`src/rtl/rvdec_pkg.sv`:
```
package rvdec_pkg;
  localparam int XLEN = 32;
  localparam int RIDX_W = 5;

  localparam logic [6:0] OPC_LUI    = 7'b0110111;
  localparam logic [6:0] OPC_AUIPC  = 7'b0010111;
  localparam logic [6:0] OPC_JAL    = 7'b1101111;
  localparam logic [6:0] OPC_JALR   = 7'b1100111;
  localparam logic [6:0] OPC_BRANCH = 7'b1100011;
  localparam logic [6:0] OPC_LOAD   = 7'b0000011;
  localparam logic [6:0] OPC_STORE  = 7'b0100011;
  localparam logic [6:0] OPC_OPIMM  = 7'b0010011;
  localparam logic [6:0] OPC_OPREG  = 7'b0110011;
  localparam logic [6:0] OPC_FENCE  = 7'b0001111;
  localparam logic [6:0] OPC_SYS    = 7'b1110011;

  localparam logic [31:0] WORD_BRK  = 32'h0010_0073;
  localparam logic [31:0] WORD_ECL  = 32'h0000_0073;

  typedef enum logic [3:0] {
    ALU_ADD = 4'd0, ALU_SUB = 4'd1, ALU_SLL = 4'd2, ALU_SLT = 4'd3,
    ALU_SLTU = 4'd4, ALU_XOR = 4'd5, ALU_SRL = 4'd6, ALU_SRA = 4'd7,
    ALU_OR = 4'd8, ALU_AND = 4'd9, ALU_PASSB = 4'd10, ALU_PCADD = 4'd11
  } alu_op_e;

  typedef enum logic [2:0] {
    FMT_NONE, FMT_I, FMT_S, FMT_B, FMT_U, FMT_J
  } imm_fmt_e;

  typedef enum logic [1:0] {
    WB_ALU = 2'd0, WB_MEM = 2'd1, WB_LINK = 2'd2
  } wb_sel_e;

  typedef struct packed {
    alu_op_e alu_op;
    logic    opb_imm;
    logic    rf_we;
    logic    ld;
    logic    st;
    logic    br;
    logic    jmp;
    logic    jreg;
    logic    halt;
    wb_sel_e wb;
  } ctrl_t;

  function automatic alu_op_e f3_to_alu(input logic [2:0] f3, input logic alt);
    case (f3)
      3'd0: return alt ? ALU_SUB : ALU_ADD;
      3'd1: return ALU_SLL;
      3'd2: return ALU_SLT;
      3'd3: return ALU_SLTU;
      3'd4: return ALU_XOR;
      3'd5: return alt ? ALU_SRA : ALU_SRL;
      3'd6: return ALU_OR;
      default: return ALU_AND;
    endcase
  endfunction
endpackage

```
`src/rtl/rvdec_ctrl.sv`:
```
module rvdec_ctrl
  import rvdec_pkg::*;
#(
  parameter int IW = 32
) (
  input  logic [IW-1:0] word,
  output ctrl_t         ctrl,
  output imm_fmt_e      fmt
);
  logic [6:0] opc;
  logic [2:0] f3;
  logic [6:0] f7;
  logic       rd_zero;
  logic       f7_zero, f7_alt;

  assign opc     = word[6:0];
  assign f3      = word[14:12];
  assign f7      = word[31:25];
  assign rd_zero = (word[11:7] == '0);
  assign f7_zero = (f7 == 7'b0000000);
  assign f7_alt  = (f7 == 7'b0100000);

  always_comb begin
    ctrl        = '0;
    ctrl.alu_op = ALU_ADD;
    ctrl.wb     = WB_ALU;
    fmt         = FMT_NONE;
    case (opc)
      OPC_LUI: begin
        fmt = FMT_U; ctrl.alu_op = ALU_PASSB; ctrl.opb_imm = 1'b1; ctrl.rf_we = 1'b1;
      end
      OPC_AUIPC: begin
        fmt = FMT_U; ctrl.alu_op = ALU_PCADD; ctrl.opb_imm = 1'b1; ctrl.rf_we = 1'b1;
      end
      OPC_JAL: begin
        fmt = FMT_J; ctrl.opb_imm = 1'b1; ctrl.rf_we = 1'b1;
        ctrl.wb = WB_LINK; ctrl.jmp = 1'b1;
      end
      OPC_JALR: begin
        if (f3 == 3'd0) begin
          fmt = FMT_I; ctrl.opb_imm = 1'b1; ctrl.rf_we = 1'b1;
          ctrl.wb = WB_LINK; ctrl.jmp = 1'b1; ctrl.jreg = 1'b1;
        end
      end
      OPC_BRANCH: begin
        if (f3[2:1] != 2'b01) begin
          fmt = FMT_B; ctrl.br = 1'b1;
          case (f3[2:1])
            2'b00:   ctrl.alu_op = ALU_SUB;
            2'b10:   ctrl.alu_op = ALU_SLT;
            default: ctrl.alu_op = ALU_SLTU;
          endcase
        end
      end
      OPC_LOAD: begin
        if (f3 == 3'd0 || f3 == 3'd1 || f3 == 3'd2 || f3 == 3'd4 || f3 == 3'd5) begin
          fmt = FMT_I; ctrl.opb_imm = 1'b1; ctrl.rf_we = 1'b1;
          ctrl.ld = 1'b1; ctrl.wb = WB_MEM;
        end
      end
      OPC_STORE: begin
        if (f3 <= 3'd2) begin
          fmt = FMT_S; ctrl.opb_imm = 1'b1; ctrl.st = 1'b1;
        end
      end
      OPC_OPIMM: begin
        if ((f3 != 3'd1 && f3 != 3'd5) || f7_zero || (f3 == 3'd5 && f7_alt)) begin
          fmt = FMT_I; ctrl.opb_imm = 1'b1; ctrl.rf_we = 1'b1;
          ctrl.alu_op = f3_to_alu(f3, (f3 == 3'd5) && f7_alt);
        end
      end
      OPC_OPREG: begin
        if (f7_zero || (f7_alt && (f3 == 3'd0 || f3 == 3'd5))) begin
          ctrl.rf_we = 1'b1;
          ctrl.alu_op = f3_to_alu(f3, f7_alt);
        end
      end
      OPC_SYS: begin
        if (word == WORD_BRK) ctrl.halt = 1'b1;
      end
      default: ;
    endcase
    if (rd_zero) ctrl.rf_we = 1'b0;
  end
endmodule

```
`src/rtl/rvdec_immgen.sv`:
```
module rvdec_immgen
  import rvdec_pkg::*;
#(
  parameter int IW = 32
) (
  input  logic [IW-1:0] word,
  input  imm_fmt_e      fmt,
  output logic [IW-1:0] imm
);
  localparam int SXW = IW - 12;
  logic sgn;
  assign sgn = word[IW-1];

  always_comb begin
    case (fmt)
      FMT_I: imm = {{SXW{sgn}}, word[31:20]};
      FMT_S: imm = {{SXW{sgn}}, word[31:25], word[11:7]};
      FMT_B: imm = {{(IW-12){sgn}}, word[7], word[30:25], word[11:8], 1'b0};
      FMT_U: imm = {word[31:12], 12'b0};
      FMT_J: imm = {{(IW-20){sgn}}, word[19:12], word[20], word[30:21], 1'b0};
      default: imm = '0;
    endcase
  end
endmodule

```
`src/rtl/rv_instr_decoder.sv`:
```
module rv_instr_decoder
  import rvdec_pkg::*;
#(
  parameter int IW  = XLEN,
  parameter int RAW = RIDX_W
) (
  input  logic           clk,
  input  logic           rst,
  input  logic [IW-1:0]  instr_word,
  output logic [RAW-1:0] src1_idx,
  output logic [RAW-1:0] src2_idx,
  output logic [RAW-1:0] dst_idx,
  output logic [2:0]     sub_fn,
  output logic [IW-1:0]  imm_val,
  output logic [3:0]     alu_sel,
  output logic           opb_is_imm,
  output logic           rf_we,
  output logic           ld_en,
  output logic           st_en,
  output logic [1:0]     wb_src,
  output logic           is_branch,
  output logic           is_jump,
  output logic           jump_reg,
  output logic           halt_req
);
  ctrl_t         ctrl_c;
  imm_fmt_e      fmt_c;
  logic [IW-1:0] imm_c;

  rvdec_ctrl #(.IW(IW)) ctrl_i (.word(instr_word), .ctrl(ctrl_c), .fmt(fmt_c));
  rvdec_immgen #(.IW(IW)) imm_i (.word(instr_word), .fmt(fmt_c), .imm(imm_c));

  always_ff @(posedge clk) begin
    if (rst) begin
      src1_idx <= '0; src2_idx <= '0; dst_idx <= '0; sub_fn <= '0;
      imm_val <= '0; alu_sel <= '0; opb_is_imm <= 1'b0; rf_we <= 1'b0;
      ld_en <= 1'b0; st_en <= 1'b0; wb_src <= '0; is_branch <= 1'b0;
      is_jump <= 1'b0; jump_reg <= 1'b0; halt_req <= 1'b0;
    end else begin
      src1_idx   <= instr_word[19:15];
      src2_idx   <= instr_word[24:20];
      dst_idx    <= instr_word[11:7];
      sub_fn     <= instr_word[14:12];
      imm_val    <= imm_c;
      alu_sel    <= ctrl_c.alu_op;
      opb_is_imm <= ctrl_c.opb_imm;
      rf_we      <= ctrl_c.rf_we;
      ld_en      <= ctrl_c.ld;
      st_en      <= ctrl_c.st;
      wb_src     <= ctrl_c.wb;
      is_branch  <= ctrl_c.br;
      is_jump    <= ctrl_c.jmp;
      jump_reg   <= ctrl_c.jreg;
      halt_req   <= ctrl_c.halt;
    end
  end
endmodule

```
`config.mk`:
```
export PLATFORM = sky130hd
export DESIGN_NAME = rv_instr_decoder
export DESIGN_NICKNAME = d
export VERILOG_FILES = /design/src/rtl/rvdec_pkg.sv /design/src/rtl/rvdec_ctrl.sv /design/src/rtl/rvdec_immgen.sv /design/src/rtl/rv_instr_decoder.sv
export SDC_FILE = /design/constraint.sdc
export NUM_CORES = 1
export LEC_CHECK = 0
export ABC_AREA = 1
export BUFFER_PORTS_ARGS = -buffer_cell sky130_fd_sc_hd__buf_2
export CAP_MARGIN = 20
export CORE_UTILIZATION = 40
export DETAILED_ROUTE_END_ITERATION = 10
export GPL_ROUTABILITY_DRIVEN = 0
export PLACE_DENSITY = 0.66
export SYNTH_ARGS = -nofsm -noshare
export SYNTH_HDL_FRONTEND = slang
export SYNTH_SLANG_ARGS = --single-unit
```
`constraint.sdc`:
```
create_clock -name clk -period 2.1 [get_ports clk]
set_input_delay 0.42 -clock clk [delete_from_list [all_inputs] [get_ports clk]]
set_output_delay 0.42 -clock clk [all_outputs]
set_load 0.01 [all_outputs]
```
==> results.json <==
{
  "status": "finished clean",
  "cp.required_ns": 2.37,
  "grt_overflow": 0,
  "grt_pass1_vias": 2075,
  "fmax_mhz": 592,
  "viasPerCell": 4.75,
  "io_pins": 98,
  "p_clk_frac": 0.429,
  "tightest_slew_ns": 0.499,
  "numCtsBuffers": 9,
  "ys_types": 28,
  "seq_area_frac_synth": 0.526,
  "nNetsFinal": 447,
  "pwr-share-comb": 0.079,
  "die_area_sq_um": 6410,
  "cts-hold-fix-buffers": 0,
  "max_cap_viol_count": 0,
  "end_kind": "register",
  "max_stage_delay_ns": 0.32,
  "crit_path_cell_trace": "buf_2, inv_1, nand2_1, nor2_2, nand3_1, nand2_2, inv_2, nor2_2, nor2_1, a21oi_1",
  "cp-start-kind": "primary input",
  "total_power_mw": 2.53,
  "worst-setup-path-type": "in2reg",
  "grtUsageTotal": 0.205,
  "n_fill_cell": 570,
  "antenna_found_initial": 0,
  "cts_sinks": 64,
  "cellLeakagePower_nw": 1.73,
  "vias": 2341,
  "maxSlewViolCount": 0,
  "clock_path_buffers": 2,
  "synth_area_leaders": "dfxtp_1 53%, nor2_1 8.9%, nand2_1 6.5%",
  "p_int_mw": 1.89,
  "synthFlopType": "dfxtp_1",
  "worstPathArrival_ns": 1.96,
  "drive_above_1_share": 0.335,
  "core_area_sq_um": 5890,
  "switching_share": 0.252,
  "synthArstFlopShare": 0,
  "cts.clk_slew.worst_paths_ns": 0.07,
  "synth-edff-count": 0,
  "crit_top_cell": "nor2_2",
  "n_antenna_cell": 0,
  "grt_max_degree": 47,
  "holdPathEnd": "dst_idx[1]",
  "grt_first_pass_wirelength_mm": 9.83,
  "largest_register": "imm_val",
  "syn_to_final_growth_pct": 30.9,
  "min_from": "instr_word[8]",
  "critical_path.slowest_cell": "nor2_2",
  "synth_most_common_cell": "dfxtp_1",
  "cts_tree": "yes",
  "holdPathStages": 3,
  "yosysTopAreaCell": "dfxtp_1",
  "tns_ns": 0,
  "die_x_um": 80.1,
  "rsz0062_at_grt": "false",
  "crit_fanout": 9,
  "cts_resized": 0,
  "root_buffer": "clkbuf_8",
  "synth_area_sq_um": 2440,
  "fin_util": 0.542,
  "largest_register_ffs": 32,
  "ir_drop_uv": 398,
  "synthTopCellsByCount": "64 x dfxtp_1, 58 x nor2_1, 42 x nand2_1, 40 x inv_1, 25 x nand3_1",
  "drt_iter0_markers": 126,
  "finalHoldViolCount": 0,
  "post_drt_wl_per_cell_um": 12.9,
  "pwr-share-seq": 0.492,
  "std_cell_rows": 28,
  "synth_fp_nets": 346,
  "dr.pass1.iters": 5,
  "post-route-min-period_ns": 1.69,
  "netlist.area_leader.share": 0.526,
  "dieHeight_um": 80.1,
  "ys_warn_count": 0,
  "hold_path_class": "in2reg",
  "synth-seq-cells": 64,
  "stdcell_count": 493,
  "p_switching_uw": 638,
  "routed_wl_mm": 6.35,
  "hpwlAfterDp_mm": 4.69,
  "powerDensity_nw_per_um2": 793,
  "drc": 0,
  "antenna_left": 0,
  "setup_viol_count_final": 0,
  "port-buffer-count": 97,
  "initial_core_util": 0.414,
  "syn_area_per_cell_sq_um": 7.81,
  "placedCellCount": 477,
  "slew_headroom": 0.667,
  "ctsHtreeMaxLevel": 3,
  "synthesis.instances": 312,
  "cts_setup_buffers": 0,
  "period_share": 0.805
}
-- per-stage QoR --
| step | setup WS, ns | area, sq um | hold WS [ns] |
|---|---|---|---|
| final | 0.410 | 3190 | 0.310 |
| after global routing | 0.256 | 3190 | 0.307 |
| after CTS | 0.403 | 3190 | 0.301 |
| after detailed placement | 0.0468 | 2980 | 0.667 |
| after global placement | 0.0910 | 2980 | 0.659 |
| after floorplan | 0.501 | 2440 | 0.527 |
-- final cells by class --
type / count / area [sq um] / share of cell area
well taps: 75 / 93.8 / 0.0294
multi-input cells: 193 / 930 / 0.291
clock inverters: 6 / 67.6 / 0.0212
inverters: 45 / 171 / 0.0537
repair buffers: 100 / 508 / 0.159
flip-flops and latches: 64 / 1280 / 0.402
clock buffers: 10 / 138 / 0.0432
-- kinds of logic (layout without fill, tap and decap cells) --
| kind of cell | count (synthesis) | count (layout) | share of synthesized area |
|---|---|---|---|
| AO/OA/AOI/OAI | 32 | 32 | 0.0693 |
| buffers and inverters | 55 | 161 | 0.0929 |
| flip-flops | 64 | 64 | 0.526 |
| AND/OR/NAND/NOR | 161 | 161 | 0.312 |
-- power groups by stage --
stage | Sequential, mW | Clock (mW) | Combinational [mW]
finish | 1.24 | 1.08 | 0.201
global route | 1.25 | 1.15 | 0.223
CTS | 1.24 | 1.10 | 0.201
detailed placement | 1.27 | 0 | 0.199
global placement | 1.27 | 0 | 0.198
floorplan | 1.29 | 0 | 0.0905
-- per-layer routing --
metal	vias up	wire length, um	GRT usage
met5	-	0	0
met4	0	105	0.0857
met3	12	543	0.0614
met2	93	2930	0.326
met1	1041	2760	0.256
li1	1195	-	-
-- critical path: cells and delay by family --
kind	cells	cell delay, ns
compound gates	1	0.15
buf+inv	3	0.32
simple gates	6	1.07
-- worst max path at each step --
stage	from	end	slack, ns	depth (start not counted)
floorplan	instr_word[3]	imm_val[22]	0.50	12
global placement	instr_word[4]	imm_val[17]	0.09	10
detailed placement	instr_word[4]	imm_val[17]	0.05	10
CTS	instr_word[4]	imm_val[14]	0.40	10
global route	instr_word[4]	imm_val[14]	0.26	10
finish	instr_word[4]	imm_val[13]	0.41	10
-- cells in the final DEF, fill, tap and decap left out --
cell,Yosys,final
buf_2,2,97
dfxtp_1,64,64
nor2_1,58,58
nand2_1,42,42
inv_1,40,40
nand3_1,25,25
a21oi_1,20,20
nand4_1,11,11
clkbuf_8,0,10
o21ai_0,8,8
nand2_2,5,5
nor2_2,4,4
inv_2,4,4
or2_2,3,3
nor3_1,3,3
nor4_1,3,3
buf_4,0,3
nand3_2,2,2
nand2_4,2,2
clkinvlp_4,0,2
nor2_4,1,1
nor3_4,1,1
inv_4,1,1
nand4_2,1,1
o22ai_1,1,1
o31ai_1,1,1
o2111ai_1,1,1
a31oi_1,1,1
inv_6,0,1
clkinv_4,0,1
bufinv_16,0,1
clkinv_2,0,1
Note: power is estimated with default switching activity, not from simulation.
